--- src/rtl/gpiq_pkg.sv ---
package gpiq_pkg;

  typedef enum logic [1:0] {
    CLS_ANY = 2'd0,
    CLS_U1  = 2'd1,
    CLS_MUL = 2'd2,
    CLS_LSU = 2'd3
  } cls_e;

  localparam int NUNIT = 4;
  localparam logic [1:0] U_SP1 = 2'd0;
  localparam logic [1:0] U_SP2 = 2'd1;
  localparam logic [1:0] U_MUL = 2'd2;
  localparam logic [1:0] U_LSU = 2'd3;

  typedef struct packed {
    logic       ok;
    logic [1:0] unit;
  } route_t;

  // Unit reached by a class from the lower (upper=0) or upper (upper=1) slot
  function automatic route_t route(input logic upper, input cls_e c);
    route_t r;
    case (c)
      CLS_ANY: begin r.ok = 1'b1;   r.unit = upper ? U_SP2 : U_SP1; end
      CLS_U1:  begin r.ok = !upper; r.unit = U_SP1;                 end
      CLS_MUL: begin r.ok = 1'b1;   r.unit = U_MUL;                 end
      default: begin r.ok = 1'b1;   r.unit = U_LSU;                 end
    endcase
    return r;
  endfunction

endpackage

--- src/rtl/giq_pick.sv ---
module giq_pick
  import gpiq_pkg::*;
#(
  parameter int IDW = 6
) (
  input  logic [1:0]           slot_vld,
  input  logic [1:0]           slot_rdy,
  input  cls_e                 slot_cls [2],
  input  logic [IDW-1:0]       slot_id  [2],
  input  logic [NUNIT-1:0]     busy,
  input  logic                 flush,
  output logic [1:0]           take,
  output logic [NUNIT-1:0]     iss_vld,
  output logic [NUNIT*IDW-1:0] iss_id
);

  route_t r_lo, r_hi;
  logic   go_lo, go_hi;

  always_comb begin
    r_lo  = route(1'b0, slot_cls[0]);
    r_hi  = route(1'b1, slot_cls[1]);
    go_lo = slot_vld[0] && slot_rdy[0] && !flush && r_lo.ok && !busy[r_lo.unit];
    go_hi = slot_vld[1] && slot_rdy[1] && !flush && r_hi.ok && !busy[r_hi.unit]
            && !(go_lo && (r_lo.unit == r_hi.unit));
    take    = {go_hi, go_lo};
    iss_vld = '0;
    iss_id  = '0;
    if (go_lo) begin
      iss_vld[r_lo.unit]               = 1'b1;
      iss_id[r_lo.unit*IDW +: IDW]     = slot_id[0];
    end
    if (go_hi) begin
      iss_vld[r_hi.unit]               = 1'b1;
      iss_id[r_hi.unit*IDW +: IDW]     = slot_id[1];
    end
  end

endmodule

--- src/rtl/giq_next.sv ---
module giq_next
  import gpiq_pkg::*;
#(
  parameter int DEPTH = 4,
  parameter int IDW   = 6,
  parameter int TW    = 5,
  parameter int DISP  = 2,
  localparam int CW   = $clog2(DEPTH+1)
) (
  input  logic [DEPTH-1:0]      vld_q,
  input  cls_e                  cls_q [DEPTH],
  input  logic [IDW-1:0]        id_q  [DEPTH],
  input  logic [1:0][TW-1:0]    src_q [DEPTH],
  input  logic [1:0]            rdy_q [DEPTH],
  input  logic [DEPTH-1:0]      gone,
  input  logic [CW-1:0]         free_cnt,
  input  logic                  flush,
  input  logic [DISP-1:0]       disp_vld,
  input  logic [2*DISP-1:0]     disp_cls,
  input  logic [DISP*IDW-1:0]   disp_id,
  input  logic [2*DISP*TW-1:0]  disp_src,
  input  logic [2*DISP-1:0]     disp_rdy,
  input  logic                  wake_vld,
  input  logic [TW-1:0]         wake_tag,
  output logic [DEPTH-1:0]      vld_d,
  output cls_e                  cls_d [DEPTH],
  output logic [IDW-1:0]        id_d  [DEPTH],
  output logic [1:0][TW-1:0]    src_d [DEPTH],
  output logic [1:0]            rdy_d [DEPTH]
);

  function automatic logic [1:0] woken(input logic [1:0] rdy,
                                       input logic [1:0][TW-1:0] src);
    logic [1:0] r;
    for (int k = 0; k < 2; k++)
      r[k] = rdy[k] | (wake_vld && (src[k] == wake_tag));
    return r;
  endfunction

  int n;
  int placed;
  logic [1:0][TW-1:0] lsrc;

  always_comb begin
    for (int i = 0; i < DEPTH; i++) begin
      vld_d[i] = 1'b0;
      cls_d[i] = cls_q[i];
      id_d[i]  = id_q[i];
      src_d[i] = src_q[i];
      rdy_d[i] = rdy_q[i];
    end
    n      = 0;
    placed = 0;
    lsrc   = '0;
    // survivors slide down in age order
    for (int i = 0; i < DEPTH; i++) begin
      if (vld_q[i] && !gone[i] && n < DEPTH) begin
        vld_d[n] = 1'b1;
        cls_d[n] = cls_q[i];
        id_d[n]  = id_q[i];
        src_d[n] = src_q[i];
        rdy_d[n] = woken(rdy_q[i], src_q[i]);
        n++;
      end
    end
    // new lanes land above survivors, limited by the registered free count
    for (int l = 0; l < DISP; l++) begin
      if (disp_vld[l] && placed < int'(free_cnt) && n < DEPTH) begin
        lsrc     = disp_src[l*2*TW +: 2*TW];
        vld_d[n] = 1'b1;
        cls_d[n] = cls_e'(disp_cls[l*2 +: 2]);
        id_d[n]  = disp_id[l*IDW +: IDW];
        src_d[n] = lsrc;
        rdy_d[n] = woken(disp_rdy[l*2 +: 2], lsrc);
        n++;
        placed++;
      end
    end
    if (flush) vld_d = '0;
  end

endmodule

--- src/rtl/gp_issue_queue.sv ---
module gp_issue_queue
  import gpiq_pkg::*;
#(
  parameter int DEPTH = 4,
  parameter int IDW   = 6,
  parameter int TW    = 5,
  parameter int DISP  = 2,
  localparam int CW   = $clog2(DEPTH+1)
) (
  input  logic                  clk,
  input  logic                  rst_n,
  input  logic                  flush_i,
  input  logic [DISP-1:0]       disp_vld_i,
  input  logic [2*DISP-1:0]     disp_cls_i,
  input  logic [DISP*IDW-1:0]   disp_id_i,
  input  logic [2*DISP*TW-1:0]  disp_src_i,
  input  logic [2*DISP-1:0]     disp_rdy_i,
  input  logic                  wake_vld_i,
  input  logic [TW-1:0]         wake_tag_i,
  input  logic [NUNIT-1:0]      busy_i,
  output logic [NUNIT-1:0]      iss_vld_o,
  output logic [NUNIT*IDW-1:0]  iss_id_o,
  output logic [CW-1:0]         free_cnt_o
);

  logic [DEPTH-1:0]   vld_q, vld_d;
  cls_e               cls_q [DEPTH];
  cls_e               cls_d [DEPTH];
  logic [IDW-1:0]     id_q  [DEPTH];
  logic [IDW-1:0]     id_d  [DEPTH];
  logic [1:0][TW-1:0] src_q [DEPTH];
  logic [1:0][TW-1:0] src_d [DEPTH];
  logic [1:0]         rdy_q [DEPTH];
  logic [1:0]         rdy_d [DEPTH];

  logic [1:0]         take;
  logic [DEPTH-1:0]   gone;
  logic [1:0]         slot_rdy;
  cls_e               slot_cls [2];
  logic [IDW-1:0]     slot_id  [2];
  logic               pay_en;

  // free count from registered occupancy
  always_comb begin
    free_cnt_o = CW'(DEPTH);
    for (int i = 0; i < DEPTH; i++)
      free_cnt_o = free_cnt_o - CW'(vld_q[i]);
  end

  for (genvar s = 0; s < 2; s++) begin : g_slot
    assign slot_rdy[s] = &rdy_q[s];
    assign slot_cls[s] = cls_q[s];
    assign slot_id[s]  = id_q[s];
  end

  giq_pick #(.IDW(IDW)) u_pick (
    .slot_vld (vld_q[1:0]),
    .slot_rdy (slot_rdy),
    .slot_cls (slot_cls),
    .slot_id  (slot_id),
    .busy     (busy_i),
    .flush    (flush_i),
    .take     (take),
    .iss_vld  (iss_vld_o),
    .iss_id   (iss_id_o)
  );

  assign gone = DEPTH'(take);

  giq_next #(.DEPTH(DEPTH), .IDW(IDW), .TW(TW), .DISP(DISP)) u_next (
    .vld_q    (vld_q),
    .cls_q    (cls_q),
    .id_q     (id_q),
    .src_q    (src_q),
    .rdy_q    (rdy_q),
    .gone     (gone),
    .free_cnt (free_cnt_o),
    .flush    (flush_i),
    .disp_vld (disp_vld_i),
    .disp_cls (disp_cls_i),
    .disp_id  (disp_id_i),
    .disp_src (disp_src_i),
    .disp_rdy (disp_rdy_i),
    .wake_vld (wake_vld_i),
    .wake_tag (wake_tag_i),
    .vld_d    (vld_d),
    .cls_d    (cls_d),
    .id_d     (id_d),
    .src_d    (src_d),
    .rdy_d    (rdy_d)
  );

  // payload moves only when something changes it
  assign pay_en = (|disp_vld_i) | (|take) | wake_vld_i;

  always_ff @(posedge clk or negedge rst_n) begin
    if (!rst_n) vld_q <= '0;
    else        vld_q <= vld_d;
  end

  always_ff @(posedge clk) begin
    if (pay_en) begin
      for (int i = 0; i < DEPTH; i++) begin
        cls_q[i] <= cls_d[i];
        id_q[i]  <= id_d[i];
        src_q[i] <= src_d[i];
        rdy_q[i] <= rdy_d[i];
      end
    end
  end

endmodule

--- config.mk ---
export PLATFORM = sky130hd
export DESIGN_NAME = gp_issue_queue
export DESIGN_NICKNAME = d
export VERILOG_FILES = /design/src/rtl/gpiq_pkg.sv /design/src/rtl/giq_pick.sv /design/src/rtl/giq_next.sv /design/src/rtl/gp_issue_queue.sv
export SDC_FILE = /design/constraint.sdc
export NUM_CORES = 1
export LEC_CHECK = 0
export BUFFER_PORTS_ARGS = -buffer_cell sky130_fd_sc_hd__clkbuf_2
export CORE_AREA = 2 2 154 156
export DETAILED_ROUTE_END_ITERATION = 16
export DIE_AREA = 0 0 156 158
export SLEW_MARGIN = 0
export SYNTH_ARGS = -nofsm -noshare
export SYNTH_HDL_FRONTEND = slang
export SYNTH_HIERARCHICAL = 1
export SYNTH_SLANG_ARGS = --single-unit
--- constraint.sdc ---
create_clock -name clk -period 12.03 [get_ports clk]
set_input_delay 1.203 -clock clk [delete_from_list [all_inputs] [get_ports clk]]
set_output_delay 1.203 -clock clk [all_outputs]
set_load 0.1 [all_outputs]
# Word-level counts from Yosys, hierarchy flattened
# Cells that the tools add are included.
[word_totals] out_inout_bits=31 reg_bits=84 input_bits=55 elab_cells=276
[op_classes] add_sub_neg=10 n_mux=109 eq_ne=17 order_cmp=31 bitwise=26 reduce_logical=56 shift=4 n_mul=2
[ops] operator="$lt 32x4->1 const B" n=8
[ops] operator="$bwmux 40" n=5
[ops] operator="$mux 40" n=5
[ops] operator="$mux 24" n=7
[ops] operator="$ge 32x3->1 const B" n=5
[ops] operator="$lt 32x1->1 const B" n=5
[ops] operator="$bwmux 24" n=6
[ops] operator="$ge 32x1->1 const B" n=4
[ops] operator="$mux 32" n=4
[ops] operator="$not 32->32" n=4
[ops] operator="$demux 10 s2" n=5
[ops] operator="$add 32x2->32 const B" n=3
[ops] operator="$bwmux 8" n=10
[ops] operator="$mux 8" n=10
[ops] operator="$neg 5->34" n=2
[ops] operator="$shift 6x34->24 const A" n=2
[ops] operator="$shiftx 6x34->24" n=2
[ops] operator="$demux 6 s2" n=5
[ops] operator="$eq 5x5->1" n=12
[ops] operator="$mux 10" n=5
[ops] operator="$logic_and 1x1->1" n=42
[ops] operator="$mux 4" n=8
[ops] operator="$not 1->32" n=1
[ops] operator="$mux 6" n=5
[ops] operator="other kinds (29)" n=90

# Depth between registers and ports, before layout
[logic_depth] ltp_word=30 depth_mapped=23 ltp_nobuf=19

# Cells and area by module
# Netlist, hierarchy kept.
[modules_own_cells] mod="giq_next" seq_area_each_um2=0.0 cells_each=700 n_inst=1 area_each_um2=4583.1
[modules_own_cells] mod="gp_issue_queue" seq_area_each_um2=2502.4 cells_each=96 n_inst=1 area_each_um2=2587.5
[modules_own_cells] mod="giq_pick" seq_area_each_um2=0.0 cells_each=102 n_inst=1 area_each_um2=713.2

# Worst setup path after synthesis
# No wires, ideal clock.
[synth_timing] kind="input -> output" from="input port busy_i[0]" to="output port iss_id_o[0]" required_ps=10827 path_slack_ps=4735 arrival_ps=6092 path_stages=3 path_cell_list="nor4_1 -> nand2_1 -> nor2_1"
[synth_between] elab_chain_len=8 word_cells_on_any_way=14
[synth_rtl] element="from (decl)" line="gp_issue_queue.sv:20" text="input logic [NUNIT-1:0] busy_i,"
[synth_rtl] element="$bmux 1 s2" line="giq_pick.sv:23" text="go_lo = slot_vld[0] && slot_rdy[0] && !flush && r_lo.ok && !busy[r_lo.unit];"
[synth_rtl] element="$mux 1 (implied by the code)" line="giq_pick.sv:23"
[synth_rtl] element="$logic_not 1->1" line="giq_pick.sv:23"
[synth_rtl] element="$logic_and 1x1->1" line="giq_pick.sv:23"
[synth_rtl] element="$logic_and 1x1->1" line="giq_pick.sv:25" text="&& !(go_lo && (r_lo.unit == r_hi.unit));"
[synth_rtl] element="$logic_not 1->1" line="giq_pick.sv:25"
[synth_rtl] element="$logic_and 1x1->1" line="giq_pick.sv:25"
[synth_rtl] element="$mux 24 (*)" line="giq_pick.sv:33" text="if (go_hi) begin"
[synth_rtl] element="to (decl)" line="gp_issue_queue.sv:22" text="output logic [NUNIT*IDW-1:0] iss_id_o,"
# Mark *: on every way between the ends. The rest lies on a longest branch, timed or not. The select of a mux whose other input is x is not followed.

==> metrics.txt <==
status=finished clean; Adder-Cell Fraction of Synth Area=0.0359; Crit path max-delay family=compound AO/OA/AOI/OAI gates; crit-path cells=inv_1 -> ha_1 -> nor2_1 -> mux4_2 -> or4_4 -> a21oi_1 -> nand2b_1 -> ha_1 -> xnor2_1 -> inv_1 -> ha_1 -> mux2_4 -> ha_1 -> nand2_1 -> nand4_1 -> a221oi_2 -> a32o_1 -> buf_4 -> mux2i_1; Tmin final=6.79 ns; post-synthesis mux area share=0.141; Synth area leader=edfxtp_1; critical path's largest stage delay=0.81 ns; count of final hold-check violations=0; multi-input logic area=4990 µm²; RePlAce Congestion=0.828; Post-CTS Setup Bufs=0; Antenna Nets Post-Route=0; initial antenna violation count=0; clk buf depth=2; GR Util All Layers=0.200; Skew-Pair Late Insertion Delay=0.36 ns; Critical Path Slowest Stage Cell=a32o_1; Syn. warnings=6; Die W=156 µm; drc violations=0; Final Max Slew Viols=0; XOR/XNOR share of the synthesized area=0.0719; first drt pass iteration count=5; sequential element share of the synthesized area=0.317; CP dominant cell by count=ha_1; synth top area cells=edfxtp_1 30%, mux2i_1 10%, nand2_1 5.4%; WL per Instance=19.8 µm; CP endpoint kind=register; Async SR Flop Fraction=0.0476; final setup fails=0; Syn-to-layout area delta=10.8%; Worst Path Max Fanout=21; Cells after Synth=898; nets=1022; Core Area=23100 µm²; initial drt markers=654; HPWL after detailed placement=16200 µm; vias in the first global route=6512; post-synth top area share=0.305; simple-gate share of the synthesized area=0.171; total die area=24600 µm²; post-route clock period utilization=0.564; Crit path depth=19; Clock Tree Root=clkbuf_16; Core Rows=56; Crit Path Category=register to register; Synth Area in Compound Gates=0.206; # diodes=0; Tot Pwr=2.30 mW; Clock Skews=0.00891 ns; Hold Crit Class=primary input to async pin; max cap viols=0; RSZ-0062 raised after global routing=no; CP startpoint=cls_q[4]; I/O Buffers=85; # IOs=86; Post-Syn Area=7880 µm²; Data arrival, critical path=6.86 ns; Worst-path clk slew=0.07 ns; vias=7046; R2R depth=19; Die Height=158 µm; synthesized flop and latch total=84; VDD IR-drop max=0.000146 V; Post-synth EDFFs=80; Initial Util=0.342; setup TNS=0 ns; largest net degree at the start of global routing=81; clk sinks=84; Worst Path Required=12.11 ns; Max Freq=147 MHz; Worst Max-Slew Pin Slew=1.24 ns; layout cells sized above 1=0.171; CP Launch Type=register; P_leak=3.34 nW; CP bufs+invs=3; Num CTS Buffers=9; Relative slew margins=0.172; top_reg_cell synth=edfxtp_1; TritonCTS clock tree=built; mean area per synthesized cell=8.78 µm²; Worst R2R Start=cls_q[4]; CTS resizes=0; via/cell ratio=5.68; GRT Residual Overflow=0; pwr/cell area=263 nW/µm²; Register Area=2500 µm²; first-pass GRT wire length=37900 µm; Detailed Route WL=24600 µm; Yosys cell types=75; Hold Buf Count CTS=0; filler cell count=2338; number of H-tree levels=3; largest family of logic cells by synthesized area=compound AO/OA/AOI/OAI gates
[cell usage after synthesis (all sizes together) (4+ instances only)]
cell and number:
nand2 114, inv 18, mux2i 79, nor2b 7
nor2 96, and3 8, a311oi 12, ha 21
o22ai 20, a31oi 6, xor2 35, dfrtp 4
clkbuf 35, nand3b 5, a211oi 30, and2 11
a21o 22, buf 35, nand3 10, edfxtp 80
xnor2 27, nand4 4, mux2 21, o21ai 70
a21oi 63, nor3 9, nor4 11
[state kept, by name, summed over array words and instances, names as in the netlist]
name / flops
rdy_q: 8
src_q: 40
vld_q: 4
id_q: 24
cls_q: 8
[routing by layer]
layer / GRT usage / routed length [µm]
met2: 0.326 / 11200
met5: 0 / 0
met3: 0.0282 / 1840
met4: 0.0406 / 245
met1: 0.284 / 11300
[cell families after synthesis]
| logic type | after synthesis |
|---|---|
| AOI/OAI and AO/OA | 248 |
| xor gates and xnor gates | 63 |
| adders and majority gates | 22 |
| buffers and inverters | 88 |
| DFF | 84 |
| muxes | 101 |
| other | 1 |
| and+or+nand+nor | 291 |
[where the power goes]
| part | leakage (nW) | internal (mW) | switching, mW |
|---|---|---|---|
| Sequential | 0.900 | 0.564 | 0.183 |
| Clock | 0.127 | 0.141 | 0.132 |
| Combinational | 2.31 | 0.513 | 0.763 |
[metrics by stage]
step           utilization  instance area, µm²  std cells  hold slack [ns]  setup WS [ns]
2_1_floorplan            -                7910        905            0.662           4.74
3_3_place_gp         0.367                8460       1224            0.778           5.34
3_5_place_dp         0.367                8460       1224            0.779           5.11
4_1_cts              0.379                8730       1240            0.634           5.37
5_1_grt              0.379                8730       1240            0.646           4.79
6_report             0.379                8730       1240            0.635           5.24
[worst register-to-register path: cells and delay by family (launching register included)]
kind	cells	cell delay, ns
buffers and inverters	3	0.66
muxes	3	0.80
AOI/OAI and AO/OA	3	1.71
adders and majority gates	4	1.06
DFF	1	0.48
xor gates and xnor gates	1	0.33
and+or+nand+nor	5	1.47
[placed cells by master (no fill, tap or decap), drive strengths merged, types with 3 or more instances in the layout]
cell / instances
a21oi: 63
and3b: 3
buf: 14
a32o: 3
nand2: 114
and3: 8
nor3: 9
a311oi: 12
edfxtp: 80
o21ai: 70
nand3: 10
o22ai: 20
nand2b: 3
o31ai: 3
ha: 21
dfrtp: 4
mux2: 21
a31oi: 6
and2: 11
a211oi: 30
nand4: 4
mux2i: 79
nor2: 96
a21o: 22
clkbuf: 94
a221oi: 3
clkinvlp: 3
inv: 20
nor2b: 7
xor2: 35
nor4: 11
xnor2: 27
nand3b: 5
conb: 8
[final timing paths]
check | endpoint | slack (ns)
worst max register to register | rdy_q[3] | 5.24
worst min register to register | rdy_q[0] | 0.79
worst max-delay path | rdy_q[3] | 5.24
min in group clk | rdy_q[0] | 0.79
worst min-delay path | vld_q[3] | 0.64
max in group asynchronous | vld_q[2] | 11.26
[layout make-up]
class | count | share of cell area
flip-flops and latches | 84 | 0.287
clock inverters | 7 | 0.00587
inverters | 18 | 0.00774
repair buffers | 99 | 0.0608
multi-input cells | 733 | 0.572
clock buffers | 9 | 0.0258
well taps | 290 | 0.0416
Note: power is estimated with default switching activity, not from simulation.
